--- config.mk ---
export PLATFORM = sky130hd
export DESIGN_NAME = cal_trim_divider
export DESIGN_NICKNAME = d
export VERILOG_FILES = /design/src/rtl/cal_div_pkg.sv /design/src/rtl/cal_sampler.sv /design/src/rtl/cal_prescaler.sv /design/src/rtl/cal_position.sv /design/src/rtl/cal_trim_divider.sv
export SDC_FILE = /design/constraint.sdc
export NUM_CORES = 1
export LEC_CHECK = 0
export CORE_UTILIZATION = 50
export CTS_BUF_LIST = sky130_fd_sc_hd__clkbuf_4 sky130_fd_sc_hd__clkbuf_8 sky130_fd_sc_hd__clkbuf_16
export DETAILED_ROUTE_END_ITERATION = 7
export PLACE_DENSITY = 0.72
export SETUP_SLACK_MARGIN = 0.4
export SLEW_MARGIN = 0
export SYNTH_ARGS = -nofsm -noshare
export SYNTH_HDL_FRONTEND = slang
export SYNTH_SLANG_ARGS = --single-unit
--- constraint.sdc ---
create_clock -name clk -period 6.9 [get_ports clk]
set_clock_uncertainty 0.2 [all_clocks]
set_input_delay 0.69 -clock clk [delete_from_list [all_inputs] [get_ports clk]]
set_output_delay 0.69 -clock clk [all_outputs]
set_load 0.02 [all_outputs]
--- src/rtl/cal_div_pkg.sv ---
`timescale 1ns/1ps
package cal_div_pkg;

    localparam int CAL_MAG_W = 5;

    // Trim word as seen on the control input: direction above magnitude.
    typedef struct packed {
        logic                 fwd;
        logic [CAL_MAG_W-1:0] mag;
    } cal_cfg_t;

    typedef enum logic [1:0] {
        FIX_NONE    = 2'd0,
        FIX_SHORTEN = 2'd1,
        FIX_STRETCH = 2'd2
    } fix_kind_t;

    // Decide how the current second is treated from its position in the cycle.
    function automatic fix_kind_t pick_fix(input cal_cfg_t cfg,
                                           input logic first_sec,
                                           input logic [31:0] min_idx);
        logic [31:0] span;
        span = {{(32-CAL_MAG_W-1){1'b0}}, cfg.mag, 1'b0};
        if (!first_sec || (min_idx >= span)) begin
            return FIX_NONE;
        end
        return cfg.fwd ? FIX_SHORTEN : FIX_STRETCH;
    endfunction

endpackage

--- src/rtl/cal_sampler.sv ---
`timescale 1ns/1ps
module cal_sampler
    import cal_div_pkg::*;
(
    input  logic     clk,
    input  logic     rst,
    input  logic     stop,
    input  logic     load,
    input  logic [5:0] cal_ctrl,
    output cal_cfg_t cfg
);

    // Trim is captured only at cycle boundaries, under reset, or while stopped.
    always_ff @(posedge clk) begin
        if (rst || stop || load) begin
            cfg <= cal_cfg_t'(cal_ctrl);
        end
    end

endmodule

--- src/rtl/cal_prescaler.sv ---
`timescale 1ns/1ps
module cal_prescaler
    import cal_div_pkg::*;
#(
    parameter int PRE_DIV   = 256,
    parameter int STAGE_DIV = 128
) (
    input  logic      clk,
    input  logic      rst,
    input  logic      stop,
    input  logic      osc_en,
    input  fix_kind_t fix,
    output logic      sec_done
);

    localparam int PRE_W = (PRE_DIV > 1) ? $clog2(PRE_DIV) : 1;
    localparam int STG_W = (STAGE_DIV > 1) ? $clog2(STAGE_DIV) : 1;
    localparam int BLANK = PRE_DIV / 2;
    localparam int BLK_W = $clog2(BLANK + 1);

    logic [PRE_W-1:0] pre_cnt;
    logic [STG_W-1:0] stg_cnt;
    logic [BLK_W-1:0] blank_cnt;

    logic             blanking;
    logic             pre_last;
    logic [STG_W-1:0] last_stage;

    always_comb begin
        blanking   = (fix == FIX_STRETCH) && (blank_cnt < BLK_W'(BLANK));
        pre_last   = (pre_cnt == PRE_W'(PRE_DIV - 1));
        last_stage = (fix == FIX_SHORTEN) ? STG_W'(STAGE_DIV - 2)
                                          : STG_W'(STAGE_DIV - 1);
        sec_done   = !stop && osc_en && !blanking && pre_last &&
                     (stg_cnt == last_stage);
    end

    always_ff @(posedge clk) begin
        if (rst || stop) begin
            pre_cnt   <= '0;
            stg_cnt   <= '0;
            blank_cnt <= '0;
        end else if (osc_en) begin
            if (blanking) begin
                blank_cnt <= blank_cnt + 1'b1;
            end else if (pre_last) begin
                pre_cnt <= '0;
                if (sec_done) begin
                    stg_cnt   <= '0;
                    blank_cnt <= '0;
                end else begin
                    stg_cnt <= stg_cnt + 1'b1;
                end
            end else begin
                pre_cnt <= pre_cnt + 1'b1;
            end
        end
    end

endmodule

--- src/rtl/cal_position.sv ---
`timescale 1ns/1ps
module cal_position
    import cal_div_pkg::*;
#(
    parameter int SECS_PER_MIN   = 60,
    parameter int MINS_PER_CYCLE = 64
) (
    input  logic      clk,
    input  logic      rst,
    input  logic      stop,
    input  logic      sec_done,
    input  cal_cfg_t  cfg,
    output fix_kind_t fix,
    output logic      cycle_end
);

    localparam int SEC_W = (SECS_PER_MIN > 1) ? $clog2(SECS_PER_MIN) : 1;
    localparam int MIN_W = (MINS_PER_CYCLE > 1) ? $clog2(MINS_PER_CYCLE) : 1;

    logic [SEC_W-1:0] sec_idx;
    logic [MIN_W-1:0] min_idx;
    logic             sec_last;
    logic             min_last;

    always_comb begin
        sec_last  = (sec_idx == SEC_W'(SECS_PER_MIN - 1));
        min_last  = (min_idx == MIN_W'(MINS_PER_CYCLE - 1));
        cycle_end = sec_last && min_last;
        fix       = pick_fix(cfg, (sec_idx == '0), 32'(min_idx));
    end

    always_ff @(posedge clk) begin
        if (rst || stop) begin
            sec_idx <= '0;
            min_idx <= '0;
        end else if (sec_done) begin
            if (sec_last) begin
                sec_idx <= '0;
                min_idx <= min_last ? '0 : min_idx + 1'b1;
            end else begin
                sec_idx <= sec_idx + 1'b1;
            end
        end
    end

endmodule

--- src/rtl/cal_trim_divider.sv ---
`timescale 1ns/1ps
module cal_trim_divider
    import cal_div_pkg::*;
#(
    parameter int PRE_DIV        = 256,
    parameter int STAGE_DIV      = 128,
    parameter int SECS_PER_MIN   = 60,
    parameter int MINS_PER_CYCLE = 64
) (
    input  logic       clk,
    input  logic       rst,
    input  logic       osc_en,
    input  logic       stop,
    input  logic [5:0] cal_ctrl,
    output logic       tick
);

    cal_cfg_t  cal_q;
    fix_kind_t fix;
    logic      sec_done;
    logic      cycle_end;

    cal_sampler u_sampler (
        .clk      (clk),
        .rst      (rst),
        .stop     (stop),
        .load     (sec_done && cycle_end),
        .cal_ctrl (cal_ctrl),
        .cfg      (cal_q)
    );

    cal_prescaler #(
        .PRE_DIV   (PRE_DIV),
        .STAGE_DIV (STAGE_DIV)
    ) u_prescaler (
        .clk      (clk),
        .rst      (rst),
        .stop     (stop),
        .osc_en   (osc_en),
        .fix      (fix),
        .sec_done (sec_done)
    );

    cal_position #(
        .SECS_PER_MIN   (SECS_PER_MIN),
        .MINS_PER_CYCLE (MINS_PER_CYCLE)
    ) u_position (
        .clk       (clk),
        .rst       (rst),
        .stop      (stop),
        .sec_done  (sec_done),
        .cfg       (cal_q),
        .fix       (fix),
        .cycle_end (cycle_end)
    );

    always_ff @(posedge clk) begin
        if (rst || stop) begin
            tick <= 1'b0;
        end else begin
            tick <= sec_done;
        end
    end

endmodule

Word-level counts from Yosys, hierarchy flattened
Cells that the tools add are included.
{"block": "totals", "out_inout_bits": 1, "in_bits": 10, "wordCells": 54, "ff_bits": 42}
{"block": "op_classes", "muxes": 12, "eq_ne": 6, "n_addsub": 5, "bitwise": 1, "order_cmp": 2, "n_reduce_logical": 20}
{"cell": "$mux W8", "count": 4}
{"cell": "$add A8 B1 Y8 const B", "count": 2}
{"cell": "$add A6 B1 Y6 const B", "count": 2}
{"cell": "$eq A6 B6 Y1 const B", "count": 2}
{"cell": "$mux W6", "count": 2}
{"cell": "$eq A8 B8 Y1 const B", "count": 1}
{"cell": "$lt A8 B8 Y1 const B", "count": 1}
{"cell": "$add A7 B1 Y7 const B", "count": 1}
{"cell": "$eq A7 B7 Y1", "count": 1}
{"cell": "$logic_and A1 B1 Y1", "count": 7}
{"cell": "$mux W7", "count": 1}
{"cell": "$ge A6 B6 Y1", "count": 1}
{"cell": "$logic_not A6 Y1", "count": 1}
{"cell": "$mux W2", "count": 3}
{"cell": "$reduce_and A3 Y1", "count": 2}
{"cell": "$reduce_and A2 Y1", "count": 2}
{"cell": "$reduce_bool A2 Y1", "count": 2}
{"cell": "$logic_not A1 Y1", "count": 3}
{"cell": "$logic_or A1 B1 Y1", "count": 3}
{"cell": "$eq A2 B1 Y1 const B", "count": 1}
{"cell": "$eq A2 B2 Y1 const B", "count": 1}
{"cell": "$mux W1", "count": 2}
{"cell": "$not A1 Y1", "count": 1}

Logic depth before layout (Yosys ltp)
{"block": "logic_depth", "word_depth": 14, "mapped_depth": 10}

Cells and area by module
From an unflattened synthesis, not the netlist that was laid out.
{"block": "hier_totals", "cells_unflattened": 259, "area_unflattened_um2": 2298.5}
{"module": "cal_prescaler", "cells_each": 161, "instances": 1, "area_per_inst_um2": 1341.3}
{"module": "cal_position", "cells_each": 88, "instances": 1, "area_per_inst_um2": 732.0}
{"module": "cal_sampler", "cells_each": 7, "instances": 1, "area_per_inst_um2": 186.4}
{"module": "cal_trim_divider", "cells_each": 3, "instances": 1, "area_per_inst_um2": 38.8}

Worst setup path after synthesis
OpenSTA, ideal clock, no wires.
{"block": "synth_timing", "path_type": "register to register", "from": "register u_sampler.cfg[4] (netlist name)", "to": "register u_sampler.cfg[0] (netlist name)", "arrival_time_ns": 2.126, "n_path_buf": 1, "stages_incl_launch_ff": 9, "required_ns": 6.315, "setup_slack_ns": 4.189, "synth_period_minus_slack_ns": 2.711, "path_cell_list": "edfxtp_1 inv_1 ha_1 nand2_1 nor2_1 o311a_1 a21oi_2 buf_6 o31ai_1"}
{"block": "synth_via", "elab_chain_cells": 12}
{"element": "$ge A6 B6 Y1 (*)", "line_no": "cal_div_pkg.sv:24", "source": "if (!first_sec || (min_idx >= span)) begin"}
{"element": "$logic_or A1 B1 Y1 (*)", "line_no": "cal_div_pkg.sv:24"}
{"element": "$mux W1 (*)", "line_no": "cal_div_pkg.sv:24"}
{"element": "$mux W2 (*)", "line_no": "cal_div_pkg.sv:27", "source": "return cfg.fwd ? FIX_SHORTEN : FIX_STRETCH;"}
{"element": "parallel branches: the longest is 5 deep, another holds $eq A7 B7 Y1"}
{"element": "$logic_and A1 B1 Y1 (*)", "line_no": "cal_prescaler.sv:34", "source": "sec_done = !stop && osc_en && !blanking && pre_last &&"}
{"element": "$logic_and A1 B1 Y1 (*)", "line_no": "cal_trim_divider.sv:27", "source": ".load (sec_done && cycle_end),"}
{"element": "$logic_or A1 B1 Y1 (*)", "line_no": "cal_sampler.sv:15", "source": "if (rst || stop || load) begin"}
Mark *: on every way between the ends.
A chain may end at the register's enable or synchronous reset.

Final worst setup path
{"block": "layout_timing", "from": "input port osc_en", "to": "register u_sampler.cfg[4] (netlist name)"}
{"block": "layout_via", "elab_chain_cells": 6}
{"element": "start, declared", "line_no": "cal_trim_divider.sv:12", "source": "input logic osc_en,"}
{"element": "$logic_and A1 B1 Y1 (4 in series)", "line_no": "cal_prescaler.sv:34"}
{"element": "$logic_and A1 B1 Y1", "line_no": "cal_trim_divider.sv:27"}
{"element": "$logic_or A1 B1 Y1", "line_no": "cal_sampler.sv:15"}
No other way between the ends.

==> reports/qor.csv <==
metric,value,unit
status,"finished, final reports clean",
netlist_area,2250,um^2
pin_count,11,
htree_levels,2,
wl_per_cell,13.8,um
worstSetupPathType,primary input to flop,
synth_cell_types,51,
ant_nets,0,
ir_drop,0.0966,mV
rows,24,
startpoint_type,primary input,
drt_drc_violations_left,0,
cts.sinks,42,
port_buffers,10,
dr.pass1.iters,4,
stdcell_count,308,
critPathSlowestCell,o31ai_1,
final_cell_mix,"dfxtp_1 (36), nor2_1 (29), nand2_1 (19), nand3_1 (19), a21oi_1 (15)",
yosys.area.top_type,dfxtp_1,
fin_crit,3.36,ns
p_per_area,197,nW/um^2
async_flop_share,0,%
synth_area_leaders,"dfxtp_1 (32%), edfxtp_1 (8.0%), ha_1 (6.1%), nor2_1 (4.8%), nand3_1 (4.2%)",
wirelength,4240,um
dpl.cell_count,300,
synth_seq_cells,42,
hpwl,3020,um
max_stage_delay,0.89,ns
setup_violations,0,
numCtsBuffers,5,
n_antenna_cell,0,
fin_tns_setup,0,ns
grt_pass1_vias,1611,
syn_to_final_growth,9.24,%
worst_pin_slew,1.07,ns
pre_cts_ws,3.23,ns
p_leak,0.863,nW
overflow,0,
path_clk_slew,0.08,ns
p_total,0.483,mW
design_area,2450,um^2
yosysWarnings,0,
syn-num-nets,270,
endpoint_kind,flop,
rsz0062_at_grt,no,
nets,276,
final_common_cell,dfxtp_1,
holdWs,0.282,ns
clk_latency,0.29,ns
postCtsResizedCells,0,
vias,1761,
holdBufCountCts,0,
timing.final.ws_setup,3.54,ns
core_area,4320,um^2
slew-limit-headroom,27.9,%
track_usage,18.8,%
place_area,2340,um^2
final.period_utilization,48.8,%
synth_top_area_share,32.1,%
worstPathCellList,clkdlybuf4s50_1 > nand2_1 > nor3_4 > nand3_1 > o31ai_1,
via_per_inst,5.72,
routabilityCongestion,0.764,
path_max_fanout,14,
synth_cells,249,
synth_edf_count,6,
drt_iter0_markers,80,
drv_cap,0,
post-cts-setup-buffers,0,
required,6.62,ns
hold_path.class,flop to flop,
max_freq,0.297,GHz
drive_gt1_share,9.38,%
dieHeight,69.0,um
final_util,56.8,%
crit_arrival,3.08,ns
root_buffer,clkbuf_8,
crit_family,compound AO/OA/AOI/OAI gates,
yosys_most_used_dff,dfxtp_1,
avgSynthCellArea,9.02,um^2
cts_tree,done,
worstPathBufferInverterCount,1,
design.die.area,4770,um^2
finalHoldViolations,0,
die_x,69.0,um
clock_path_buffers,2,
start_util,52.0,%
slew_viol_final,0,
grt_pass1_wl,7250,um
grt_max_degree,24,
seq_area_frac_synth,40.1,%
antenna_found_initial,0,
[per-layer routing]
metal  part of all wire (%)  GRT usage [%]
met1                     50           24.4
met5                      0              0
met3                    2.4           3.36
met2                     45           29.1
met4                    2.6           11.1
[synth_stat cells, types with 3 or more instances]
library cell  instances
or4_1                 4
o21ai_1               5
nand3_1              19
ha_1                 11
nor4_1                4
clkbuf_1              3
nand4_1               7
nor2_1               29
dfxtp_1              36
buf_6                 4
edfxtp_1              6
inv_1                10
xor2_1                9
a21oi_1              15
buf_2                 3
nand2_1              19
and3_1                4
nor3_1                8
xnor2_1               9
or3_1                 4
o31ai_1               5
[flip-flops by register name (all words and copies together) (netlist names)]
| name | flops |
|---|---|
| u_position.min_idx | 6 |
| u_prescaler.blank_cnt | 8 |
| u_position.sec_idx | 6 |
| u_prescaler.pre_cnt | 8 |
| u_sampler.cfg | 6 |
| tick | 1 |
| u_prescaler.stg_cnt | 7 |
[final timing paths]
kind	startpoint	to	slack (ns)	cells past startpoint
hold reg to reg	u_prescaler.pre_cnt[1]	u_prescaler.pre_cnt[1]	0.28	2
hold / removal	u_prescaler.pre_cnt[1]	u_prescaler.pre_cnt[1]	0.28	2
setup / recovery	osc_en	u_sampler.cfg[4]	3.54	5
setup reg to reg	u_sampler.cfg[4]	u_prescaler.blank_cnt[7]	3.67	8
[cell type report]
class                   instances  area, um^2
clock buffers                   7        83.8
clock inverters                 1        30.0
fillers                       387        1870
inverters                      10        37.5
multi-input cells             185        1230
flip-flops and latches         42         901
well taps                      52        65.1
repair buffers                 11         108
[power breakdown]
group | internal, mW | total (mW) | switching, mW
Clock | 0.116 | 0.199 | 0.0828
Sequential | 0.252 | 0.254 | 0.00187
Combinational | 0.0116 | 0.0306 | 0.0191
Total | 0.380 | 0.483 | 0.104
[worst min-delay path: cells and delay by family (launching register included)]
kind / cells / cell delay (ns)
AND/OR/NAND/NOR: 1 / 0.06
flip-flops: 1 / 0.33
AO/OA/AOI/OAI: 1 / 0.05
[cells by family after synthesis]
logic type / count (synthesis) / share of synthesized area [%]
fa+ha+maj: 11 / 6.12
simple gates: 116 / 29.2
mux: 1 / 0.501
compound gates: 39 / 11.9
flops: 42 / 40.1
xor+xnor: 18 / 7.02
buf+inv: 22 / 5.18
Note: power is estimated with default switching activity, not from simulation.
